**src/rtl/intr_vec_pkg.sv**
```systemverilog
package intr_vec_pkg;
  localparam int NUM_LINES = 6;
  localparam int LINE_W    = 3;
  localparam int ADDR_W    = 14;
  localparam int BYTE_W    = 8;
  localparam int NUM_SRC   = 8;
  localparam int NUM_TEST  = 3;
  localparam int NUM_PER   = 5;
  localparam int NUM_KEY   = 4;
  localparam int NUM_PINS  = 4 + NUM_KEY;
  localparam int VEC_BASE  = 2;

  typedef enum logic [2:0] {
    ST_IDLE, ST_FETCH_HI, ST_FETCH_LO, ST_CAP_LO, ST_HOLD
  } fetchState_t;

  typedef struct packed {
    logic take;
    logic capHi;
    logic capLo;
    logic loSel;
  } ctrlStrobes_t;
endpackage

```
**src/rtl/intr_pin_sync.sv**
```systemverilog
module intr_pin_sync #(
  parameter int WIDTH  = 8,
  parameter int STAGES = 2
) (
  input  logic             clk,
  input  logic             rstN,
  input  logic [WIDTH-1:0] din,
  output logic [WIDTH-1:0] dout
);
  logic [WIDTH-1:0] stage [STAGES];

  always_ff @(posedge clk or negedge rstN) begin
    if (!rstN) begin
      for (int s = 0; s < STAGES; s++) stage[s] <= '0;
    end else begin
      stage[0] <= din;
      for (int s = 1; s < STAGES; s++) stage[s] <= stage[s-1];
    end
  end

  assign dout = stage[STAGES-1];
endmodule

```
**src/rtl/intr_vec_dp.sv**
```systemverilog
module intr_vec_dp
  import intr_vec_pkg::*;
#(
  parameter int FILT_DIV = 4
) (
  input  logic                clk,
  input  logic                rstN,
  input  logic [NUM_PINS-1:0] pinLvl,
  input  logic                selEdgeRise,
  input  logic                filterEn,
  input  logic [NUM_PER-1:0]  perReq,
  input  logic                perTest,
  input  logic [NUM_LINES-1:0] lineEn,
  input  logic                imeSet,
  input  logic [NUM_SRC+NUM_TEST-1:0] flagClr,
  input  logic [BYTE_W-1:0]   memData,
  input  ctrlStrobes_t        strb,
  output logic                anyReq,
  output logic [NUM_SRC-1:0]  srcFlags,
  output logic [NUM_TEST-1:0] testFlags,
  output logic                imeOut,
  output logic [ADDR_W-1:0]   memAddr,
  output logic [ADDR_W-1:0]   vecAddr,
  output logic                vecMbe,
  output logic                vecRbe
);
  localparam int CNT_W = (FILT_DIV > 1) ? $clog2(FILT_DIV) : 1;
  localparam logic [CNT_W-1:0] TICK_LAST = CNT_W'(FILT_DIV - 1);
  localparam int EDGE_W = NUM_PINS;

  // noise filter on the selectable-edge pin
  logic [CNT_W-1:0] tickCnt;
  logic sampQ, filtQ, selLvl;
  always_ff @(posedge clk or negedge rstN) begin
    if (!rstN) begin
      tickCnt <= '0;
      sampQ   <= 1'b0;
      filtQ   <= 1'b0;
    end else if (tickCnt == TICK_LAST) begin
      tickCnt <= '0;
      sampQ   <= pinLvl[1];
      if (pinLvl[1] == sampQ) filtQ <= pinLvl[1];
    end else begin
      tickCnt <= tickCnt + 1'b1;
    end
  end
  assign selLvl = filterEn ? filtQ : pinLvl[1];

  // edge detection
  logic [EDGE_W-1:0] edgeIn, prevQ, riseE, fallE;
  assign edgeIn = {pinLvl[NUM_PINS-1:2], selLvl, pinLvl[0]};
  always_ff @(posedge clk or negedge rstN) begin
    if (!rstN) prevQ <= '0;
    else       prevQ <= edgeIn;
  end
  assign riseE = edgeIn & ~prevQ;
  assign fallE = ~edgeIn & prevQ;

  logic [NUM_SRC-1:0]   srcHit;
  logic [NUM_TEST-1:0]  testHit;
  logic [NUM_LINES-1:0] lineHit;
  always_comb begin
    srcHit[0] = perReq[0];
    srcHit[1] = riseE[0] | fallE[0];
    srcHit[2] = selEdgeRise ? riseE[1] : fallE[1];
    srcHit[3] = riseE[2];
    srcHit[7:4] = perReq[4:1];
    testHit[0] = riseE[3];
    testHit[1] = |fallE[EDGE_W-1:4];
    testHit[2] = perTest;
    lineHit[0] = srcHit[0] | srcHit[1];
    lineHit[1] = srcHit[2];
    lineHit[2] = srcHit[3];
    lineHit[3] = srcHit[4];
    lineHit[4] = srcHit[5];
    lineHit[5] = srcHit[6] | srcHit[7];
  end

  // pending lines and arbitration
  logic [NUM_LINES-1:0] pendQ, ready;
  logic [LINE_W-1:0]    winIdx, lineSelQ;
  logic imeQ;
  assign ready = pendQ & lineEn;
  always_comb begin
    winIdx = '0;
    for (int i = NUM_LINES - 1; i >= 0; i--)
      if (ready[i]) winIdx = LINE_W'(i);
  end
  assign anyReq = imeQ & (|ready);

  logic [NUM_SRC-1:0]  srcQ;
  logic [NUM_TEST-1:0] testQ;
  always_ff @(posedge clk or negedge rstN) begin
    if (!rstN) begin
      pendQ    <= '0;
      srcQ     <= '0;
      testQ    <= '0;
      imeQ     <= 1'b0;
      lineSelQ <= '0;
    end else begin
      for (int i = 0; i < NUM_LINES; i++)
        pendQ[i] <= (pendQ[i] & ~(strb.take && winIdx == LINE_W'(i))) | lineHit[i];
      srcQ  <= (srcQ & ~flagClr[NUM_SRC-1:0]) | srcHit;
      testQ <= (testQ & ~flagClr[NUM_SRC+NUM_TEST-1:NUM_SRC]) | testHit;
      if (strb.take)  imeQ <= 1'b0;
      else if (imeSet) imeQ <= 1'b1;
      if (strb.take) lineSelQ <= winIdx;
    end
  end

  // vector table read and capture
  logic [ADDR_W-1:0] vecQ;
  logic mbeQ, rbeQ;
  always_ff @(posedge clk or negedge rstN) begin
    if (!rstN) begin
      vecQ <= '0;
      mbeQ <= 1'b0;
      rbeQ <= 1'b0;
    end else begin
      if (strb.capHi) begin
        mbeQ <= memData[7];
        rbeQ <= memData[6];
        vecQ[ADDR_W-1:8] <= memData[ADDR_W-9:0];
      end
      if (strb.capLo) vecQ[7:0] <= memData;
    end
  end

  assign memAddr   = ADDR_W'(VEC_BASE) + ADDR_W'({lineSelQ, strb.loSel});
  assign srcFlags  = srcQ;
  assign testFlags = testQ;
  assign imeOut    = imeQ;
  assign vecAddr   = vecQ;
  assign vecMbe    = mbeQ;
  assign vecRbe    = rbeQ;
endmodule

```
**src/rtl/intr_vec_ctl.sv**
```systemverilog
module intr_vec_ctl
  import intr_vec_pkg::*;
(
  input  logic         clk,
  input  logic         rstN,
  input  logic         anyReq,
  input  logic         cpuAck,
  output ctrlStrobes_t strb,
  output logic         memRd,
  output logic         vecValid
);
  fetchState_t stateQ, stateD;

  always_comb begin
    stateD = stateQ;
    case (stateQ)
      ST_IDLE:     if (anyReq) stateD = ST_FETCH_HI;
      ST_FETCH_HI: stateD = ST_FETCH_LO;
      ST_FETCH_LO: stateD = ST_CAP_LO;
      ST_CAP_LO:   stateD = ST_HOLD;
      ST_HOLD:     if (cpuAck) stateD = ST_IDLE;
      default:     stateD = ST_IDLE;
    endcase
  end

  always_ff @(posedge clk or negedge rstN) begin
    if (!rstN) stateQ <= ST_IDLE;
    else       stateQ <= stateD;
  end

  always_comb begin
    strb.take  = (stateQ == ST_IDLE) && anyReq;
    strb.capHi = (stateQ == ST_FETCH_LO);
    strb.capLo = (stateQ == ST_CAP_LO);
    strb.loSel = (stateQ == ST_FETCH_LO);
  end
  assign memRd    = (stateQ == ST_FETCH_HI) || (stateQ == ST_FETCH_LO);
  assign vecValid = (stateQ == ST_HOLD);
endmodule

```
**src/rtl/intr_vector_ctrl.sv**
```systemverilog
module intr_vector_ctrl
  import intr_vec_pkg::*;
#(
  parameter int FILT_DIV    = 4,
  parameter int SYNC_STAGES = 2
) (
  input  logic        clk,
  input  logic        rstN,
  input  logic        pinBoth,
  input  logic        pinSel,
  input  logic        pinRise,
  input  logic        pinTest,
  input  logic [3:0]  keyPins,
  input  logic        selEdgeRise,
  input  logic        filterEn,
  input  logic [4:0]  perReq,
  input  logic        perTest,
  input  logic [5:0]  lineEn,
  input  logic        imeSet,
  input  logic [10:0] flagClr,
  output logic        memRd,
  output logic [13:0] memAddr,
  input  logic [7:0]  memData,
  output logic        vecValid,
  output logic [13:0] vecAddr,
  output logic        vecMbe,
  output logic        vecRbe,
  input  logic        cpuAck,
  output logic [7:0]  srcFlags,
  output logic [2:0]  testFlags,
  output logic        imeOut
);
  logic [NUM_PINS-1:0] pinLvl;
  ctrlStrobes_t strb;
  logic anyReq;

  intr_pin_sync #(.WIDTH(NUM_PINS), .STAGES(SYNC_STAGES)) u_sync (
    .clk(clk), .rstN(rstN),
    .din({keyPins, pinTest, pinRise, pinSel, pinBoth}),
    .dout(pinLvl)
  );

  intr_vec_dp #(.FILT_DIV(FILT_DIV)) u_dp (
    .clk(clk), .rstN(rstN), .pinLvl(pinLvl), .selEdgeRise(selEdgeRise),
    .filterEn(filterEn), .perReq(perReq), .perTest(perTest), .lineEn(lineEn),
    .imeSet(imeSet), .flagClr(flagClr), .memData(memData), .strb(strb),
    .anyReq(anyReq), .srcFlags(srcFlags), .testFlags(testFlags), .imeOut(imeOut),
    .memAddr(memAddr), .vecAddr(vecAddr), .vecMbe(vecMbe), .vecRbe(vecRbe)
  );

  intr_vec_ctl u_ctl (
    .clk(clk), .rstN(rstN), .anyReq(anyReq), .cpuAck(cpuAck),
    .strb(strb), .memRd(memRd), .vecValid(vecValid)
  );
endmodule

```
**config.mk**
```make
export PLATFORM = sky130hd
export DESIGN_NAME = intr_vector_ctrl
export DESIGN_NICKNAME = d
export VERILOG_FILES = /design/src/rtl/intr_vec_pkg.sv /design/src/rtl/intr_pin_sync.sv /design/src/rtl/intr_vec_dp.sv /design/src/rtl/intr_vec_ctl.sv /design/src/rtl/intr_vector_ctrl.sv
export SDC_FILE = /design/constraint.sdc
export NUM_CORES = 1
export LEC_CHECK = 0
export BUFFER_PORTS_ARGS = -buffer_cell sky130_fd_sc_hd__buf_2
export CORE_MARGIN = 2
export CORE_UTILIZATION = 53
export DETAILED_ROUTE_END_ITERATION = 8
export HOLD_SLACK_MARGIN = 0.03
export PLACE_DENSITY = 0.8
export SETUP_SLACK_MARGIN = 0.02
export SLEW_MARGIN = 20
export SYNTH_ARGS = -nofsm -noshare
export SYNTH_HDL_FRONTEND = slang
export SYNTH_SLANG_ARGS = --single-unit
```
**constraint.sdc**
```tcl
create_clock -name clk -period 2.39 [get_ports clk]
set_input_delay 0.239 -clock clk [delete_from_list [all_inputs] [get_ports clk]]
set_output_delay 0.239 -clock clk [all_outputs]
set_load 0.05 [all_outputs]
```
After elaboration in Yosys (flattened, before gate mapping):

Index checks and enable logic that the tools add are counted.

* input port bits: 45
* output and inout port bits: 44
* logic and storage cells: 93
* register bits: 68

* mux-type cells: 14
* reductions and logical operators: 15
* bitwise operators: 33
* equal/unequal tests: 13
* $add $sub $neg: 2

Operator list (count)
* $mux 3: 8
* $and 8x8->8: 2
* $not 8->8: 2
* $pmux 3 s5: 1
* $eq 3x2->1 const B: 4
* $eq 3x3->1 const B: 3
* $or 1x1->1: 9
* $or 8x8->8: 1
* $and 1x1->1: 7
* $logic_and 1x1->1: 7
* $and 6x6->6: 1
* $eq 3x1->1 const B: 2
* $logic_not 3->1: 2
* $not 1->1: 6
* $reduce_or 6->1: 1
* $add 2x4->5 const A: 1
* $and 4x4->4: 1
* $mux 1: 4
* $ne 2x1->1 const B: 2
* $not 4->4: 1
* $reduce_and 2->1: 2
* $reduce_or 4->1: 1
* $and 3x3->3: 1
* $not 3->3: 1
* other kinds (7): 7

Longest topological paths before layout:

* word-level depth: 12
* mapped depth: 5
* gate-level depth less buffers: 4

Modules after synthesis:

A second synthesis with hierarchy kept.

* cell total of the unflattened synthesis: 206
* area total of the unflattened synthesis: 2672.6 um^2

Modules (own cells, without submodules)
* intr_vec_dp: seq. area each 1226.2 um^2, cells each 165, instances 1, area each 2044.5 um^2
* intr_pin_sync: seq. area each 400.4 um^2, cells each 24, instances 1, area each 460.4 um^2
* intr_vec_ctl: seq. area each 75.1 um^2, cells each 17, instances 1, area each 167.7 um^2

Worst setup path after synthesis:

OpenSTA, ideal clock, no wires.

* path kind: register to register
* from: reg u_dp.imeQ (netlist: u_dp.imeOut)
* to: reg u_dp.pendQ[5]
* setup slack: 654 ps
* stages on the path, launching flop included: 5
* setup time: 124 ps
* arrival: 1612 ps
* path buffers: 0
* data required time: 2266 ps
* period minus slack after synthesis: 1736 ps
* path through: dfrtp_1 > nor4b_4 > and2_4 > nand4_1 > a211o_1

* cells in the longest elaborated chain, start to end: 6

RTL lines
* start: declaration: RTL line intr_vec_dp.sv:82 `logic imeQ;`
* start signal: assignment: RTL line intr_vec_dp.sv:98 `imeQ <= 1'b0;`
* start signal: assignment: RTL line intr_vec_dp.sv:105 `if (strb.take) imeQ <= 1'b0;`
* start signal: assignment: RTL line intr_vec_dp.sv:106 `else if (imeSet) imeQ <= 1'b1;`
* $and 1x1->1: RTL line intr_vec_dp.sv:89 `assign anyReq = imeQ & (|ready);`
* $logic_and 1x1->1: RTL line intr_vec_ctl.sv:32 `strb.take = (stateQ == ST_IDLE) && anyReq;`
* $logic_and 1x1->1: RTL line intr_vec_dp.sv:102 `pendQ[i] <= (pendQ[i] & ~(strb.take && winIdx == LINE_W'(i))) | lineHit[i];`
* $not 1->1: RTL line intr_vec_dp.sv:102
* $and 1x1->1: RTL line intr_vec_dp.sv:102
* $or 1x1->1: RTL line intr_vec_dp.sv:102
* end signal: indexed assignment: RTL line intr_vec_dp.sv:102
* end: declaration: RTL line intr_vec_dp.sv:80 `logic [NUM_LINES-1:0] pendQ, ready;`

No other way between the ends.
A chain may end at the register's enable or synchronous reset.

Worst setup path after layout:

* from: reg u_ctl.stateQ[2]
* to: out memAddr[0]

* cells in the longest elaborated chain, start to end: 2

RTL lines
* start: declaration: RTL line intr_vec_ctl.sv:12 `fetchState_t stateQ, stateD;`
* start signal: assignment: RTL line intr_vec_ctl.sv:28 `else stateQ <= stateD;`
* $eq 3x2->1: RTL line intr_vec_ctl.sv:35 `strb.loSel = (stateQ == ST_FETCH_LO);`
* $add 2x4->5: RTL line intr_vec_dp.sv:129 `assign memAddr = ADDR_W'(VEC_BASE) + ADDR_W'({lineSelQ, strb.loSel});`
* end: declaration: RTL line intr_vector_ctrl.sv:22 `output logic [13:0] memAddr,`

No other way between the ends.

==> run metrics <==
status finished clean; max frequency 0.562 GHz; Layout area overhead 28.9%; Hold Crit Endpoint u_dp.srcFlags[1]; met1 capacity usage during global routing 24.0%; slack of the critical path 0.609 ns; WL/cell 13.1 µm; layout cells sized above 1 40.5%; synth top area cells dfrtp_1, mux2_2, buf_4; skew final 0.00390 ns; CTS tree done; Yosys cell types 37; Tcrit/Tclk final 74.5%; Synth Area in Adders 0.979%; slowest stage delay, CP 0.46 ns; pin count of the biggest net entering global routing 31; Final Slew Violations 0; DPL Wire Length 3330 µm; crit path max fanout 9; xor and xnor fraction of the mapped netlist area 1.03%; PwrDens 1310 nW/µm²; GRT overflow 0; Yosys warning count 0; Die Span Y 73.4 µm; GRT Resource Usage Total 18.9%; post-synth top area share 66.6%; Via density 5.07; worst ir drop on vdd 1.14 mV; initial core utilization 54.5%; mapped cell area 2560 µm²; H-tree depth 3; RSZ-0062 raised after global routing no; Chip Width 73.4 µm; deepest clock path buffer count 2; placement row count 25; reg-to-reg critical path endpoint u_dp.pendQ[5]; Worst Max-Slew Pin Slew 0.652 ns; Ports 89; sequential area share after synthesis 66.6%; via count 1765; grt peak-use layer met2; number of buffers created by CTS 9; RR Startpoint u_ctl.stateQ[2]; nets 336; setup bufs post-CTS 0; GR Util met2 29.0%; Buffers on Ports 79; global-route wire length before repair 7520 µm; most common cell in the netlist dfrtp_1; reg2reg path depth 4; Final Setup Violations 0; number of routed nets with antenna violations 0; area leader, netlist dfrtp_1; Max-slew headroom 56.5%; Fillers 340; largest family of logic cells by synthesized area compound AO/OA/AOI/OAI gates; GP Congestion 0.759; pre-CTS setup slack 0.712 ns; max-cap violations 0; multiplexer share of the synthesized area 7.93%; first-pass iteration count of the detailed router 4; Detailed Route Iter0 Violations 108; antenna violations before repair 0; met3 usage 5.90%; flop-to-flop setup slack 0.73 ns; setup_tns 0 ns; Post-Route WL 4580 µm; Post-synth ARST share 100%; Residual DRC 0; HP Class primary input to flip-flop; root buf cell clkbuf_8; final hold viol count 0; Post-synth top flop dfrtp_1; Compound-Gate Fraction of Synth Area 9.84%; DIE AREA 5390 µm²; Worst-path clk slew 0.07 ns; number of diodes 0; later-pin clock latency in the skew report 0.33 ns; Yosys reg bits 68; Commonest cells post-synth dfrtp_1, inv_1, mux2_2, nand2_1, buf_4; data required time of the worst path 2.15 ns; Syn Inst Count 191; fin crit period 1.78 ns; simple-gate area share of the yosys netlist 7.00%; Hold Slack 0.0767 ns; CP Launch Type flip-flop; arrival time worst endpoint 1.54 ns; Crit Path Class flip-flop to primary output; core outline area 4690 µm²; Avg Cell Area, Syn 13.4 µm²; Post-synth EDFFs 0; CP max stage cell dfrtp_1; crit end category primary output; crit path cell chain nor3b_1 > buf_4 > buf_2; WHS Path Cells 2; vias in the first global route 1726; hold wc startpoint flagClr[1]; static leakage 1.64 nW; Num Clock Sinks 68
flip-flops by register name (all words and copies together), names as in the netlist:
register / flops
u_dp.filtQ: 1
u_dp.vecAddr: 14
u_dp.lineSelQ: 3
u_sync.stage: 8
u_dp.testFlags: 3
u_dp.srcFlags: 8
u_ctl.stateQ: 3
u_dp.vecMbe: 1
u_dp.prevQ: 8
u_dp.sampQ: 1
u_dp.tickCnt: 2
u_dp.pendQ: 6
u_sync.dout: 8
u_dp.vecRbe: 1
u_dp.imeOut: 1
worst max path at each step:
stage,startpoint,to,cells after the start
after detailed placement,u_ctl.stateQ[2],u_dp.pendQ[1],4
after global placement,u_ctl.stateQ[2],u_dp.pendQ[5],4
final,u_ctl.stateQ[2],memAddr[0],3
after floorplan,u_dp.imeOut,u_dp.pendQ[5],4
after CTS,u_ctl.stateQ[1],memAddr[0],3
after global routing,u_ctl.stateQ[1],memAddr[0],3
worst max-delay path, delay by kind of cell (launching register included):
kind	cells	cell delay [ns]
flip-flops	1	0.46
buffers and inverters	2	0.50
AND/OR/NAND/NOR	1	0.25
kinds of logic (layout without fill, tap and decap cells):
family                   Yosys count  after routing
adder cells (fa/ha/maj)            2              2
other                              1              9
AND/OR/NAND/NOR                   33             33
buffers and inverters             32            127
multiplexers                      18             18
AO/OA/AOI/OAI                     34             34
XOR/XNOR                           3              3
flip-flops                        68             68
through the flow:
| step | power [mW] | utilization (%) | instance area (µm²) | instances |
|---|---|---|---|---|
| 2_1_floorplan | 2.94 | - | 2590 | 199 |
| 3_3_place_gp | 3.27 | 63.5 | 2980 | 323 |
| 3_5_place_dp | 3.30 | 63.5 | 2980 | 323 |
| 4_1_cts | 4.36 | 70.2 | 3290 | 348 |
| 5_1_grt | 4.52 | 70.2 | 3290 | 348 |
| 6_report | 4.32 | 70.2 | 3290 | 348 |
routing by layer:
| layer | part of all wire [%] | wire (µm) |
|---|---|---|
| met5 | 0 | 0 |
| met4 | 1.9 | 88 |
| met3 | 9.5 | 434 |
| met2 | 46 | 2100 |
| met1 | 43 | 1950 |
layout by cell type (no fill, tap or decap), drive strengths merged, types with 2 or more instances in the layout:
master       synthesis  final
and2                 3      3
a21boi               2      2
a21o                 8      8
o21ai                3      3
a21oi                5      5
inv                 20     21
bufinv               0      2
conb                 1      9
dlygate4sd3          0      9
mux2                18     18
nand4                2      2
nand2               12     12
clkbuf               0      9
xnor2                2      2
a22o                 2      2
dfrtp               68     68
nor2                 7      7
clkinvlp             0      3
nand3b               2      2
nand3                2      2
o22ai                3      3
buf                 12     82
a221o                2      2
a22oi                3      3
ha                   2      2
what timing repair did:
| item | in CTS | in global routing |
|---|---|---|
| hold endpoints to repair | 36 | 0 |
| setup endpoints to repair | 0 | 0 |
| hold buffers | 9 | 0 |
| gates resized for setup | 0 | 0 |
power by group:
group / internal [mW] / leakage [nW] / switching (mW)
clock: 0.592 / 0.102 / 0.443
combinational: 0.514 / 0.763 / 1.19
sequential: 1.40 / 0.779 / 0.180
total: 2.51 / 1.64 / 1.81
layout make-up:
cell class                 count  area [µm²]  share of cell area [%]
timing repair buffer          91         508                    15.4
clock inverter                 7         100                    3.04
sequential                    68        1700                    51.7
inverter                      20        75.1                    2.28
clock buffer                   9         124                    3.76
tap                           54        67.6                    2.05
multi-input combinational     99         718                    21.8
Power figures use the tool's default switching activity.
